[src/rtl/thrEvtPkg.sv]
package thrEvtPkg;
  localparam int NUM_CMP = 5;
  localparam int CMP_ZERO = 0;
  localparam int CMP_HIGH = 1;
  localparam int CMP_LOW  = 2;
  localparam int CMP_T0   = 3;
  localparam int CMP_T1   = 4;

  typedef enum logic [1:0] {
    ZC_FELL = 2'd0,
    ZC_ROSE = 2'd1,
    ZC_NEG  = 2'd2,
    ZC_POS  = 2'd3
  } zeroCode_e;

  typedef struct packed {
    logic capture;
    logic wrapHit;
  } ctlStrobe_t;
endpackage

[src/rtl/thrEvtDatapath.sv]
module thrEvtDatapath
  import thrEvtPkg::*;
#(
  parameter int CNT_W = 16
) (
  input  logic                            clk,
  input  logic                            rstN,
  input  logic [CNT_W-1:0]                count,
  input  logic [NUM_CMP-1:0][CNT_W-1:0]   cmpVal,
  input  logic [NUM_CMP-1:0]              cmpEn,
  input  ctlStrobe_t                      strobe,
  output logic [NUM_CMP-1:0]              hitVec,
  output logic [NUM_CMP-1:0]              flags,
  output logic [1:0]                      zeroCode
);
  localparam int MSB = CNT_W - 1;

  logic [CNT_W-1:0] prevCount;
  logic             changed;
  zeroCode_e        codeNext;

  assign changed = (count != prevCount);

  // One equality comparator per reference value.
  for (genvar i = 0; i < NUM_CMP; i++) begin : g_cmp
    assign hitVec[i] = cmpEn[i] & changed & (count == cmpVal[i]);
  end

  always_comb begin
    if (count == '0) begin
      codeNext = prevCount[MSB] ? ZC_ROSE : ZC_FELL;
    end else if (count[MSB]) begin
      codeNext = ZC_NEG;
    end else begin
      codeNext = ZC_POS;
    end
  end

  always_ff @(posedge clk) begin
    if (!rstN) begin
      prevCount <= '0;
      flags     <= '0;
      zeroCode  <= 2'd0;
    end else begin
      prevCount <= count;
      if (strobe.capture) begin
        flags    <= hitVec;
        zeroCode <= codeNext;
      end
    end
  end
endmodule

[src/rtl/thrEvtControl.sv]
module thrEvtControl
  import thrEvtPkg::*;
(
  input  logic               clk,
  input  logic               rstN,
  input  logic [NUM_CMP-1:0] hitVec,
  input  logic               intEnable,
  input  logic               intClear,
  output ctlStrobe_t         strobe,
  output logic               wrapReq,
  output logic               intRaw,
  output logic               intPending
);
  always_comb begin
    strobe.capture = |hitVec;
    strobe.wrapHit = hitVec[CMP_HIGH] | hitVec[CMP_LOW];
  end

  always_ff @(posedge clk) begin
    if (!rstN) begin
      intRaw  <= 1'b0;
      wrapReq <= 1'b0;
    end else begin
      // A new event has priority over a clear in the same cycle.
      intRaw  <= strobe.capture | (intRaw & ~intClear);
      wrapReq <= strobe.wrapHit;
    end
  end

  assign intPending = intRaw & intEnable;
endmodule

[src/rtl/thrEvtUnit.sv]
module thrEvtUnit
  import thrEvtPkg::*;
#(
  parameter int CNT_W = 16
) (
  input  logic               clk,
  input  logic               rstN,
  input  logic [CNT_W-1:0]   count,
  input  logic [NUM_CMP-1:0] cmpEnable,
  input  logic [CNT_W-1:0]   highLimit,
  input  logic [CNT_W-1:0]   lowLimit,
  input  logic [CNT_W-1:0]   thresh0,
  input  logic [CNT_W-1:0]   thresh1,
  input  logic               intEnable,
  input  logic               intClear,
  output logic [NUM_CMP-1:0] eventFlags,
  output logic [1:0]         zeroStatus,
  output logic               wrapReq,
  output logic               intRaw,
  output logic               intPending
);
  logic [NUM_CMP-1:0][CNT_W-1:0] cmpVal;
  logic [NUM_CMP-1:0]            hitVec;
  ctlStrobe_t                    strobe;

  always_comb begin
    cmpVal[CMP_ZERO] = '0;
    cmpVal[CMP_HIGH] = highLimit;
    cmpVal[CMP_LOW]  = lowLimit;
    cmpVal[CMP_T0]   = thresh0;
    cmpVal[CMP_T1]   = thresh1;
  end

  thrEvtDatapath #(.CNT_W(CNT_W)) u_dp (
    .clk      (clk),
    .rstN     (rstN),
    .count    (count),
    .cmpVal   (cmpVal),
    .cmpEn    (cmpEnable),
    .strobe   (strobe),
    .hitVec   (hitVec),
    .flags    (eventFlags),
    .zeroCode (zeroStatus)
  );

  thrEvtControl u_ctl (
    .clk        (clk),
    .rstN       (rstN),
    .hitVec     (hitVec),
    .intEnable  (intEnable),
    .intClear   (intClear),
    .strobe     (strobe),
    .wrapReq    (wrapReq),
    .intRaw     (intRaw),
    .intPending (intPending)
  );
endmodule

[config.mk]
export PLATFORM = sky130hd
export DESIGN_NAME = thrEvtUnit
export DESIGN_NICKNAME = d
export VERILOG_FILES = /design/src/rtl/thrEvtPkg.sv /design/src/rtl/thrEvtDatapath.sv /design/src/rtl/thrEvtControl.sv /design/src/rtl/thrEvtUnit.sv
export SDC_FILE = /design/constraint.sdc
export NUM_CORES = 1
export LEC_CHECK = 0
export ABC_AREA = 1
export BUFFER_PORTS_ARGS = -buffer_cell sky130_fd_sc_hd__buf_2
export CAP_MARGIN = 5
export CELL_PAD_IN_SITES_DETAIL_PLACEMENT = 1
export CELL_PAD_IN_SITES_GLOBAL_PLACEMENT = 1
export CORE_MARGIN = 2
export CORE_UTILIZATION = 36
export CTS_CLUSTER_SIZE = 20
export DETAILED_ROUTE_END_ITERATION = 12
export HOLD_SLACK_MARGIN = 0.06
export PLACE_DENSITY_LB_ADDON = 0.1
export SKIP_CTS_REPAIR_TIMING = 1
export SLEW_MARGIN = 20
export SYNTH_ARGS = -nofsm -noshare
export SYNTH_HDL_FRONTEND = slang
export SYNTH_HIERARCHICAL = 1
export SYNTH_SLANG_ARGS = --single-unit
[constraint.sdc]
create_clock -name clk -period 4.2 [get_ports clk]
set_clock_uncertainty 0.05 [all_clocks]
set_input_delay 0.63 -clock clk [delete_from_list [all_inputs] [get_ports clk]]
set_output_delay 0.63 -clock clk [all_outputs]
set_load 0.05 [all_outputs]
==> results_dict.tcl, run 1 <==
set metrics [dict create \
    regArea_sq_um 500.5 \
    die-area_sq_mm 0.009839 \
    overflow 0 \
    fin_tns_setup_ns 0 \
    final_cell_mix "nand2_1 (266), inv_1 (131), buf_2 (98), nor2_1 (86), conb_1 (30)" \
    vias_per_cell 4.926 \
    drive_gt1_frac 0.1552 \
    area_delta_synth_final_pct 19.75 \
    nets 863 \
    hold_slack_ns 0.5187 \
    port_buffers 98 \
    wl_per_cell_microns 17.14 \
    fmax_mhz 370.4 \
    cts_htree_levels 1 \
    hold_path_class "flop to flop" \
    synth_cells 663 \
    drv_slew 0 \
    cts_buffers 3 \
    grt_usage 0.3125 \
    drc_errors 0 \
    antenna_left 0 \
    finalCriticalPeriod_ns 2.700 \
    rsz0062_at_grt "false" \
    multi_input_comb_area_sq_mm 0.002217 \
    critPathArrivalTime_ns 2.89 \
    met3WireLength_microns 796 \
    io-pin-count 99 \
    critical_path_class "input port to flop" \
    cp.required_ns 4.39 \
    final_common_cell "nand2_1" \
    pre_cts_slack_ns 1.203 \
    grt_pass1_vias 4532 \
    period_share 0.6428 \
    wl_met2_mm 7.304 \
    highest_layer "met4" \
    rows 34 \
    worstPathMaxFanout 14 \
    num_vias 4340 \
    outcome "complete, no violations" \
    fillCellCount 1409 \
    yosysWarnings 6 \
    cts_num_sinks 25 \
    ir_drop_v 0.0001354 \
    leakage_uw 0.002499 \
    grt_start_max_net_pins 24 \
    antennaDiodeCount 0 \
    final_cell_area_sq_mm 0.003906 \
    cts_buffer_depth 2 \
    clk_pin_slew_worst_paths_ns 0.10 \
    cts_tree "done" \
    drt-initial-drc-count 150 \
    netlist_area_sq_mm 0.003262 \
    clockRootBuffer "clkbuf_8" \
    setup_ws_ns 1.500 \
    die_w_microns 99.19 \
    max_cap_viol_count 0 \
    clock_latency_ns 0.29 \
    wl_met1_mm 6.687 \
    endpoint_kind "flop" \
    die_h_microns 99.19 \
    p_per_area_mw_per_mm2 185.6 \
    dr.pass1.iters 5 \
    core_area_sq_mm 0.008763 \
    drt-total-wl_mm 15.10 \
    worstSetupStartpointType "input port" \
    start_util 0.3722 \
    grt_pass1_wl_mm 23.81 \
    hold_viol 0 \
    syn_avg_cell_area_sq_um 4.920 \
    dpl_cell_area_sq_mm 0.003856 \
    gp_congestion 0.9985 \
    finalSetupViolCount 0 \
    antenna_found_initial 0 \
    dp.final_hpwl_mm 12.20 \
]
## per-layer routing
layer	track usage	vias up
li1	-	2169
met1	0.4013	2020
met2	0.5535	129
met3	0.03935	22
met4	0.07903	0
met5	0	-
## worst max-delay path, cell delays in order
cell,delay [ns]
buf_2,0.28
inv_1,0.32
nand2_1,0.14
nand2_1,0.06
nor2_1,0.09
nand2_1,0.10
nor2_1,0.15
nand2_2,0.12
inv_2,0.11
nor2_1,0.05
nor2_1,0.16
nand3_2,0.25
inv_1,0.16
a21oi_1,0.05
o21ai_0,0.07
nand2_1,0.07
inv_1,0.06
## state kept, by name, indices dropped and copies added (netlist names)
name,cells
u_ctl/wrapReq,1
u_ctl/intRaw,1
u_dp/prevCount,16
u_dp/flags,5
u_dp/zeroCode,2
## worst paths after layout
kind / from / end / slack [ns] / cells past startpoint
max reg2reg: u_dp/prevCount[7]$_SDFF_PN0_ / u_dp/zeroCode[0]$_SDFFE_PN0P_ / 2.13 / 16
min: u_dp/flags[2]$_SDFFE_PN0P_ / u_dp/flags[2]$_SDFFE_PN0P_ / 0.52 / 2
max: count[10] / u_dp/zeroCode[0]$_SDFFE_PN0P_ / 1.50 / 17
min reg2reg: u_dp/flags[2]$_SDFFE_PN0P_ / u_dp/flags[2]$_SDFFE_PN0P_ / 0.52 / 2
## power breakdown
group | internal [uW] | switching (uW)
combinational | 104 | 205
clock | 70.0 | 96.2
sequential | 245 | 4.53
## cell type report
type,instances,area share
sequential,25,0.1281
clock buffer,3,0.01057
inverter,136,0.1313
tap,108,0.03459
multi-input combinational,510,0.5676
clock inverter,1,0.002242
timing repair buffer,98,0.1256
## through the flow
step                      total power (uW)  utilization  std cells
after global placement               550.7       0.4400        877
after detailed placement             557.9       0.4400        877
final                                724.9       0.4457        881
after floorplan                      444.5            -        692
after global routing                 771.6       0.4457        881
after CTS                            720.9       0.4457        881
(Power assumes the default switching activity.)
==> run 2: changes to the inputs <==
CORE_UTILIZATION = 30   (was 36)
clock period = 2.3 ns   (was 4.2 ns; I/O delays follow)
==> run 2 against run 1 <==
  * Non-clock buffer count grew 45
  * Critical path type is now flop to flop
  * Critical path depth decreased by 2
  * Worst hold slack worse by 0.27 ns
  * Count of clock-buffer cells in the layout stayed put
  * Sequential cell count did not move
  * Sequential power rose by 82%
  * Highest routed layer unchanged
  * Sequential share of layout area decreased by 1.3 points
  * Critical endpoint is now u_dp/flags[2]$_SDFFE_PN0P_
  * Routed wire length grew 5.9%
  * Core utilization fell by 4.3 points
  * First-iteration DRC count grew 40%
  * Register-to-register slack got worse by 1.8 ns
  * Cell count is 8.7% higher
==> results_dict.tcl, run 2 (synthesis gave the netlist of run 1 again) <==
set metrics [dict create \
    outcome "complete, no violations" \
    io-pin-count 99 \
    rsz0062_at_grt "false" \
    die-area_sq_mm 0.01172 \
    port_buffers 98 \
    overflow 0 \
    cts_tree "done" \
    reg_top3 "u_dp/prevCount: 16 flops, u_dp/flags: 5 flops, u_dp/zeroCode: 2 flops" \
    cts_num_sinks 25 \
    worstPathMaxFanout 5 \
    top_register "u_dp/prevCount" \
    drive_gt1_frac 0.2017 \
    fmax_mhz 500.0 \
    leakage_uw 0.002727 \
    endpoint_kind "flop" \
    drc_errors 0 \
    critPathArrivalTime_ns 2.14 \
    finalCriticalPeriod_ns 2.000 \
    final_cell_mix "nand2_1 (266), inv_1 (131), buf_2 (98), nor2_1 (86), buf_4 (41)" \
    drv_slew 0 \
    final_common_cell "nand2_1" \
    finalSetupViolCount 0 \
    antenna_left 0 \
    rows 38 \
    clk_pin_slew_worst_paths_ns 0.11 \
    gp_congestion 0.9067 \
    clock_latency_ns 0.29 \
    p_per_area_mw_per_mm2 320.3 \
    cts_buffers 3 \
    vias_per_cell 4.588 \
    grt_usage 0.2806 \
    hold_slack_ns 0.2510 \
    cts_htree_levels 1 \
    die_w_microns 108.3 \
    ir_drop_v 0.0002140 \
    largest_reg_flops 16 \
    core_area_sq_mm 0.01075 \
    die_h_microns 108.3 \
    clockRootBuffer "clkbuf_8" \
    power.total_uw 1388 \
    dp.final_hpwl_mm 13.70 \
    antennaDiodeCount 0 \
    dr.pass1.iters 4 \
    start_util 0.3036 \
    max_cap_viol_count 0 \
    cts_buffer_depth 2 \
    worstSetupStartpointType "flop" \
    hold_viol 0 \
    drt-total-wl_mm 15.99 \
    period_share 0.8696 \
    grt_pass1_vias 4551 \
    fin_tns_setup_ns 0 \
    critical_path_class "flop to flop" \
    wl_per_cell_microns 16.69 \
    num_vias 4395 \
    nets 908 \
    area_delta_synth_final_pct 32.83 \
    grt_start_max_net_pins 24 \
    cp.required_ns 2.44 \
    hold_path_class "input port to flop" \
    drt-initial-drc-count 210 \
    grt_pass1_wl_mm 24.29 \
    antenna_found_initial 0 \
]
run 2: final cells by class:
cell class	instances	area (sq um)
fill	1609	6412
multi-input combinational	510	2217
timing repair buffer	143	878.3
inverter	136	513.0
sequential	25	500.5
tap	140	175.2
clock buffer	3	41.29
clock inverter	1	7.507
run 2: final timing paths:
path | from | end | slack [ns] | cells after the start
max | u_dp/prevCount[2]$_SDFF_PN0_ | u_dp/flags[2]$_SDFFE_PN0P_ | 0.30 | 15
min | count[9] | u_dp/prevCount[9]$_SDFF_PN0_ | 0.25 | 3
max reg2reg | u_dp/prevCount[2]$_SDFF_PN0_ | u_dp/flags[2]$_SDFFE_PN0P_ | 0.30 | 15
min reg2reg | u_dp/flags[3]$_SDFFE_PN0P_ | u_dp/flags[3]$_SDFFE_PN0P_ | 0.50 | 2
run 2: stage by stage:
| step | instance area (sq um) | instances | util | worst slack [ns] |
|---|---|---|---|---|
| 2_1_floorplan | 3371 | 692 | - | 0.3683 |
| 3_3_place_gp | 4284 | 954 | 0.3987 | 0.06044 |
| 3_5_place_dp | 4284 | 954 | 0.3987 | 0.002498 |
| 4_1_cts | 4333 | 958 | 0.4032 | 0.2796 |
| 5_1_grt | 4333 | 958 | 0.4032 | 0.01151 |
| 6_report | 4333 | 958 | 0.4032 | 0.3000 |
run 2: layer usage:
metal,share of wire,global-route usage,up-vias,wire length [microns]
met3,0.063,0.03436,18,1007
met1,0.44,0.3578,2007,7002
li1,-,-,2253,-
met2,0.48,0.5000,117,7722
met5,0,0,-,0
met4,0.016,0.06960,0,252
run 2: worst max-delay path: stages, from the launching register on:
cell and delay, ns:
dfxtp_1 0.35, inv_1 0.04, nand2_1 0.05, nand2_1 0.05, nor2_1 0.12, buf_4 0.15, nand2_1 0.07, nor2_1 0.12
nand2_2 0.07, inv_2 0.09, nor2_1 0.06, nor2_2 0.14, nand3_2 0.13, buf_4 0.17, o21ai_0 0.18, a21oi_1 0.07
run 2: power breakdown:
part / total [uW] / internal, uW / switching (uW)
combinational: 636 / 243 / 393
sequential: 456 / 448 / 7.84
clock: 296 / 124 / 172
total: 1390 / 815 / 573
